**src/rtl/e1crc_pkg.sv**
```systemverilog
package e1crc_pkg;

  localparam int unsigned FRM_W     = 4;   // 16 frames per multiframe
  localparam int unsigned BLK_FRAME = 8;   // frames per check block

  typedef logic [3:0] crc4_t;

  // decoded position of one beat
  typedef struct packed {
    logic       blk;        // 0: frames 0-7, 1: frames 8-15
    logic [1:0] chk_idx;    // which odd frame of the half (0..3)
    logic       chk_pos;    // bit 0 of an odd frame
    logic       blk_start;  // first bit of a half
    logic       blk_end;    // last bit of a half
    logic       last_chk;   // fourth check bit of a half
    logic       mf_end;     // last bit of the multiframe
  } pos_t;

  // one step of serial division by x^4 + x + 1
  function automatic crc4_t crc4_step(crc4_t c, logic d);
    logic fb;
    fb = d ^ c[3];
    return {c[2:0], 1'b0} ^ (fb ? 4'b0011 : 4'b0000);
  endfunction

endpackage

```
**src/rtl/e1crc_pos_decode.sv**
```systemverilog
module e1crc_pos_decode
  import e1crc_pkg::*;
#(
  parameter int unsigned FRAME_BITS = 256,
  localparam int unsigned BIT_W = $clog2(FRAME_BITS)
) (
  input  logic [FRM_W-1:0] frame,
  input  logic [BIT_W-1:0] bitpos,
  output pos_t             pos
);

  localparam logic [BIT_W-1:0] LAST_BIT = BIT_W'(FRAME_BITS - 1);

  logic [2:0] fin;
  logic       first_bit;
  logic       last_bit;

  assign fin       = frame[2:0];
  assign first_bit = (bitpos == '0);
  assign last_bit  = (bitpos == LAST_BIT);

  always_comb begin
    pos.blk       = frame[3];
    pos.chk_idx   = fin[2:1];
    pos.chk_pos   = first_bit && fin[0];
    pos.blk_start = first_bit && (fin == 3'd0);
    pos.blk_end   = last_bit  && (fin == 3'd7);
    pos.last_chk  = first_bit && (fin == 3'd7);
    pos.mf_end    = last_bit  && (frame == 4'd15);
  end

endmodule

```
**src/rtl/e1crc_engine.sv**
```systemverilog
module e1crc_engine
  import e1crc_pkg::*;
(
  input  logic            clk,
  input  logic            rst_n,
  input  logic            fire,
  input  logic            d,
  input  pos_t            pos,
  output logic [1:0][3:0] stored
);

  crc4_t state;
  crc4_t base;
  crc4_t nxt;
  logic  d_eff;

  assign d_eff = pos.chk_pos ? 1'b0 : d;
  assign base  = pos.blk_start ? 4'b0000 : state;
  assign nxt   = crc4_step(base, d_eff);

  always_ff @(posedge clk or negedge rst_n) begin
    if (!rst_n) begin
      state  <= '0;
      stored <= '0;
    end else if (fire) begin
      state <= nxt;
      if (pos.blk_end) stored[pos.blk] <= nxt;
    end
  end

  // division restarts from zero at a block start
  assert_block_restart_R1: assert property (@(posedge clk) disable iff (!rst_n)
    fire && pos.blk_start |=> state == ($past(d_eff) ? 4'b0011 : 4'b0000));

  // the closing remainder is kept for the half that just ended
  assert_block_latch_R1: assert property (@(posedge clk) disable iff (!rst_n)
    fire && pos.blk_end |=> stored[$past(pos.blk)] == state);

  // a beat that is not taken leaves the stored remainders alone
  assert_idle_hold_R4: assert property (@(posedge clk) disable iff (!rst_n)
    !fire |=> $stable(stored) && $stable(state));

endmodule

```
**src/rtl/e1crc_rx_check.sv**
```systemverilog
module e1crc_rx_check
  import e1crc_pkg::*;
#(
  parameter int unsigned CNT_W = 16
) (
  input  logic             clk,
  input  logic             rst_n,
  input  logic             fire,
  input  logic             d,
  input  logic             sync,
  input  pos_t             pos,
  input  logic [1:0][3:0]  stored,
  output logic             crc_error,
  output logic [CNT_W-1:0] err_count
);

  localparam logic [CNT_W-1:0] CNT_MAX = {CNT_W{1'b1}};

  logic [1:0][2:0] got;
  logic [1:0]      mf_seen;
  logic            armed;
  crc4_t           rx_word;

  assign armed   = (mf_seen == 2'd2);
  assign rx_word = {got[pos.blk], d};

  always_ff @(posedge clk or negedge rst_n) begin
    if (!rst_n) begin
      got       <= '0;
      mf_seen   <= '0;
      crc_error <= 1'b0;
    end else begin
      crc_error <= fire && pos.last_chk && armed && (rx_word != stored[pos.blk]);
      if (fire && pos.chk_pos) got[pos.blk] <= {got[pos.blk][1:0], d};
      if (!sync)                                     mf_seen <= '0;
      else if (fire && pos.mf_end && !armed)          mf_seen <= mf_seen + 2'd1;
    end
  end

  always_ff @(posedge clk or negedge rst_n) begin
    if (!rst_n)                               err_count <= '0;
    else if (crc_error && err_count != CNT_MAX) err_count <= err_count + 1'b1;
  end

  assert_single_pulse_R5: assert property (@(posedge clk) disable iff (!rst_n)
    crc_error |=> !crc_error);

  assert_only_when_armed_R6: assert property (@(posedge clk) disable iff (!rst_n)
    crc_error |-> $past(armed && fire && sync));

  assert_count_step_R7: assert property (@(posedge clk) disable iff (!rst_n)
    crc_error && err_count != CNT_MAX |=> err_count == $past(err_count) + 1'b1);

  assert_count_saturate_R7: assert property (@(posedge clk) disable iff (!rst_n)
    err_count == CNT_MAX |=> err_count == CNT_MAX);

  assert_count_quiet_R7: assert property (@(posedge clk) disable iff (!rst_n)
    !crc_error |=> $stable(err_count));

endmodule

```
**src/rtl/e1crc_codec.sv**
```systemverilog
module e1crc_codec
  import e1crc_pkg::*;
#(
  parameter int unsigned FRAME_BITS = 256,
  parameter int unsigned CNT_W      = 16,
  localparam int unsigned BIT_W     = $clog2(FRAME_BITS)
) (
  input  logic             clk,
  input  logic             rst_n,
  input  logic             tx_s_valid,
  output logic             tx_s_ready,
  input  logic             tx_s_data,
  input  logic [3:0]       tx_s_frame,
  input  logic [BIT_W-1:0] tx_s_bit,
  output logic             tx_m_valid,
  input  logic             tx_m_ready,
  output logic             tx_m_data,
  input  logic             rx_valid,
  output logic             rx_ready,
  input  logic             rx_data,
  input  logic [3:0]       rx_frame,
  input  logic [BIT_W-1:0] rx_bit,
  input  logic             rx_sync,
  output logic             crc_error,
  output logic [CNT_W-1:0] err_count
);

  pos_t            tx_pos;
  pos_t            rx_pos;
  logic [1:0][3:0] tx_stored;
  logic [1:0][3:0] rx_stored;
  logic            tx_fire;
  logic            rx_fire;
  logic            ins_bit;

  // ---------------- transmit path ----------------
  assign tx_s_ready = tx_m_ready;
  assign tx_m_valid = tx_s_valid;
  assign tx_fire    = tx_s_valid && tx_m_ready;

  e1crc_pos_decode #(.FRAME_BITS(FRAME_BITS)) u_tx_pos (
    .frame (tx_s_frame),
    .bitpos(tx_s_bit),
    .pos   (tx_pos)
  );

  e1crc_engine u_tx_crc (
    .clk   (clk),
    .rst_n (rst_n),
    .fire  (tx_fire),
    .d     (tx_s_data),
    .pos   (tx_pos),
    .stored(tx_stored)
  );

  // frame 1/9 carries bit 3, frame 7/15 carries bit 0
  assign ins_bit   = tx_stored[tx_pos.blk][~tx_pos.chk_idx];
  assign tx_m_data = tx_pos.chk_pos ? ins_bit : tx_s_data;

  assert_passthrough_R3: assert property (@(posedge clk) disable iff (!rst_n)
    tx_s_valid && !tx_pos.chk_pos |-> tx_m_data == tx_s_data);

  // ---------------- receive path ----------------
  assign rx_ready = 1'b1;
  assign rx_fire  = rx_valid;

  e1crc_pos_decode #(.FRAME_BITS(FRAME_BITS)) u_rx_pos (
    .frame (rx_frame),
    .bitpos(rx_bit),
    .pos   (rx_pos)
  );

  e1crc_engine u_rx_crc (
    .clk   (clk),
    .rst_n (rst_n),
    .fire  (rx_fire),
    .d     (rx_data),
    .pos   (rx_pos),
    .stored(rx_stored)
  );

  e1crc_rx_check #(.CNT_W(CNT_W)) u_rx_chk (
    .clk      (clk),
    .rst_n    (rst_n),
    .fire     (rx_fire),
    .d        (rx_data),
    .sync     (rx_sync),
    .pos      (rx_pos),
    .stored   (rx_stored),
    .crc_error(crc_error),
    .err_count(err_count)
  );

endmodule

```
**config.mk**
```make
export PLATFORM = sky130hd
export DESIGN_NAME = e1crc_codec
export DESIGN_NICKNAME = d
export VERILOG_FILES = /design/src/rtl/e1crc_pkg.sv /design/src/rtl/e1crc_pos_decode.sv /design/src/rtl/e1crc_engine.sv /design/src/rtl/e1crc_rx_check.sv /design/src/rtl/e1crc_codec.sv
export SDC_FILE = /design/constraint.sdc
export NUM_CORES = 1
export LEC_CHECK = 0
export BUFFER_PORTS_ARGS = -buffer_cell sky130_fd_sc_hd__buf_2
export CAP_MARGIN = 20
export CORE_UTILIZATION = 50
export CTS_CLUSTER_DIAMETER = 60
export DETAILED_ROUTE_END_ITERATION = 8
export PLACE_DENSITY = 0.78
export SLEW_MARGIN = 20
export SYNTH_ARGS = -nofsm -noshare
export SYNTH_HDL_FRONTEND = slang
export SYNTH_SLANG_ARGS = --single-unit
```
**constraint.sdc**
```tcl
create_clock -name clk -period 3.8 [get_ports clk]
set_input_delay 0.76 -clock clk [delete_from_list [all_inputs] [get_ports clk]]
set_output_delay 0.76 -clock clk [all_outputs]
set_load 0.005 [all_outputs]
```
==> run summary <==
Final hold violation count: 0. Across the run, the number of max-cap violations was 0. The tools report the number of non-filler instances in the completed layout as 351. Timing analysis after detailed placement gives a worst setup slack of 1.276 ns. 53 I/O pins were placed. The total overflow left after global routing is 0. 0 antenna diodes ended up in the layout. Class of the tightest hold or removal check: in2async.

The number of nets in the synthesized netlist is 263. Data on the critical path is required at its endpoint by 3.04 ns. In the final layout, the multi-input gates occupy 1239 sq um. Summing the sequential cell areas from Yosys gives 48.40% of the chip area. Registers take 1226 sq um. The total of buffers placed on input and output ports was 51.

The run finished with clean final reports. The floorplan step defined a die boundary enclosing 5356 sq um. At the pin with the least slew margin, the transition time is 0.5997 ns. The synthesized design contains 0 enable-type register cells. After detailed routing, the average wire length per cell comes to 13.14 um. After detailed routing, the number of remaining DRC violations is 0. The sum of negative setup slack is 0 ns. The run gives 5 as the number of buffers added by the clock tree synthesis step. Yosys attributes the largest share of cell area to dfrtp_1 (48%), mux2_2 (9.3%), xor2_1 (3.8%), nand2_1 (3.7%), xnor2_1 (2.8%). In this run the biggest area consumer among cell types represents 48.40% of the synthesized area. On the worst path, the slowest cell contributes a delay of 0.49 ns. The most numerous cell type found on the critical path is buf_2. The floorplan row count is 25.

After layout, the worst path uses 66.33% of the clock period. The kind of start point of the critical path was a primary input. Setup repair after global routing left no endpoint under its margin. After synthesis the netlist holds a flip-flop and latch count of 49.

STA classifies the critical path endpoint as an output pin. Of the cells placed in the final design, the portion with a size suffix greater than 1 is 33.10%. Global routing consumed, over all layers together, 19.00% of the routing resources. The final RePlAce weighted congestion came out at 0.7542. The tools report the layout filler cell count as 408. From synthesis to final layout, the design area changed by 15.65%.

Initial cell density of the core: 52.94%. The floorplan step set the die width to 73.19 um. The number of gates resized after CTS was 0. Summed over all nets, the half-perimeter wirelength after detailed placement is 3.459 mm.

Setup violations remaining at the end of the flow were counted as 0. The detailed-route vias per instance was 5.456; the initial antenna violation count was 0. Of all nets on the critical path, the largest fanout is 4. The run gives 0 as the count of antenna-violating nets left after detailed routing.

After detailed routing, the total wire length is 4.612 mm. For the data arrival time of the critical path, the log shows 1.76 ns. Clock skew on the completed layout was measured at 0.006177 ns.

Derived from the worst setup path, the maximum achievable clock frequency is 396.7 MHz. The placeable core region is 4786 sq um, and the relative slew slack is 60.02%. Once routing completed, OpenROAD measured the worst setup slack at 1.279 ns. The tools report the first-pass iteration count of the detailed router as 4. The final critical-path required period is 2.521 ns. TritonCTS built the clock tree. Clock-pin slew was measured on the worst setup and hold paths at 0.09 ns.

The cell accounting for the most synthesized area is dfrtp_1. In this run the deepest clock path goes through 2 buffers. Broken down by cell family, the worst path's largest delay share belongs to multiplexers. The run gives 0.3227 mV as the maximum vdd drop.

The slowest stage of the critical path belongs to the cell mux4_2. The clock sink count is 49, and the cell area power density is 355.2 nW/um^2. The insertion delay of the later-clocked pin in the worst-skew pair is 0.30 ns.

The first global-routing pass estimated 7.645 mm of wire. The via count of the first global-routing pass was 1741; the total via count after detailed routing was 1915. The leakage power summed over all cells is 0.001450 uW, and the post-synthesis async set-or-reset flop share is 100.0%. The mean instance size in the synthesized netlist is 11.06 sq um, and the H-tree depth is 2.

The logs give 229 for the number of instances in the synthesized netlist and 2534 sq um for the combined area of all synthesized cells. In this run the clock root is driven by a clkbuf_8. Once placement completed, the tool counted placed cells totaling 343. Entering global routing, the biggest net connects 50 pins.

The net count reported at finish was 317. Traced cell by cell, the critical path runs through buf_2 -> mux4_2 -> mux2i_1 -> a31oi_1 -> buf_2. The number of buffers and inverters on the critical path is 2. Counting distinct cell types in the post-synthesis netlist gives 46.

The initial detailed-routing violation count came out at 130. Yosys printed 0 warnings. The setup fix buffers added after clock tree synthesis was 0; the overall die height was 73.19 um.

Hold repair after CTS inserted 0 buffers. Critical path class: in2out. For the number of max-slew violations in the final report, the log shows 0. In the synthesized netlist the dominant register cell turns out to be dfrtp_1.
==> report_power, final <==
part | switching [uW] | internal, uW | leakage [uW]
Combinational | 96.7 | 74.7 | 0.000753
Sequential | 16.7 | 558 | 0.000652
Clock | 167 | 128 | 0.0000450
==> synthesized netlist by cell type, types with 3 or more instances <==
master	number
mux2i_1	4
nand2_1	25
nor3_1	8
xnor2_1	8
a21oi_1	3
and2_1	4
nor4_4	3
nor2_1	11
nor4_2	3
a31oi_1	3
dfrtp_1	49
buf_4	3
nand4_1	10
nand3_1	11
inv_1	11
mux2_2	21
o21ai_0	8
xor2_1	11
==> placed cells by master, fill, tap and decap left out, types with 2 or more instances in the layout <==
master and count:
and2_1 4, o21ai_0 8, nand3_1 11, clkinv_2 2
inv_1 11, nand2_1 25, clkbuf_8 5, nor4_4 3
o21bai_1 2, ha_1 2, xnor2_1 8, and4_1 2
mux2_2 21, mux4_2 2, mux2i_1 4, dfrtp_1 49
nand4_1 10, nor4_2 3, buf_2 50, xor2_1 11
a31oi_1 3, nor3_1 8, a21oi_1 3, a31o_2 2
nor2_1 11
==> stage by stage <==
step                area [sq um]  hold WS [ns]  utilization [%]  total power [uW]
floorplan                   2534        0.4440                -             691.3
global placement            2845        0.4644            59.45             751.7
detailed placement          2845        0.4700            59.45             758.5
CTS                         2928        0.4901            61.18              1055
global route                2930        0.5058            61.23              1095
finish                      2930        0.4545            61.23              1041
==> final cells by class <==
cell class | count | area share, %
tap | 67 | 2.861
inverter | 11 | 1.409
clock inverter | 2 | 0.3416
timing repair buffer | 51 | 8.796
sequential | 49 | 41.84
multi-input combinational | 165 | 42.27
clock buffer | 6 | 2.477
==> registers in the layout, indices dropped and copies added (netlist names) <==
signal	cells
u_rx_chk.err_count	16
u_rx_crc.stored	8
u_tx_crc.stored	8
u_rx_chk.crc_error	1
u_rx_crc.state	4
u_rx_chk.mf_seen	2
u_rx_chk.got	6
u_tx_crc.state	4
==> path summary, 6_finish.rpt <==
path | startpoint | end | slack (ns) | depth (start not counted)
worst min register to register | u_tx_crc.state[2] | u_tx_crc.state[2] | 0.48 | 2
min in group clk | u_tx_crc.state[2] | u_tx_crc.state[2] | 0.48 | 2
worst min-delay path | rst_n | u_rx_chk.err_count[4] | 0.45 | 1
worst max-delay path | tx_s_frame[3] | tx_m_data | 1.28 | 5
max in group asynchronous | rst_n | u_tx_crc.stored[1] | 2.93 | 1
worst max register to register | u_rx_chk.err_count[7] | u_rx_chk.err_count[13] | 1.98 | 5
==> routing by layer <==
metal | GRT usage, % | wire (um)
met1 | 23.95 | 2138
met5 | 0 | 0
met4 | 7.843 | 77
met2 | 31.48 | 2200
met3 | 4.282 | 196
==> cells by family after synthesis <==
logic type,share of synthesized area [%]
and+or+nand+nor,19.51
buffers and inverters,2.716
DFF,48.40
xor gates and xnor gates,6.568
muxes,12.69
other,0.1480
adders and majority gates,0.9875
AOI/OAI and AO/OA,8.988
==> worst reg2reg max path, delay by kind of cell (launching register included) <==
kind | cells | cell delay (ns)
xor gates and xnor gates | 1 | 0.17
AOI/OAI and AO/OA | 1 | 0.47
and+or+nand+nor | 3 | 0.62
DFF | 1 | 0.44
No activity file was read; power rests on OpenSTA's default activity.
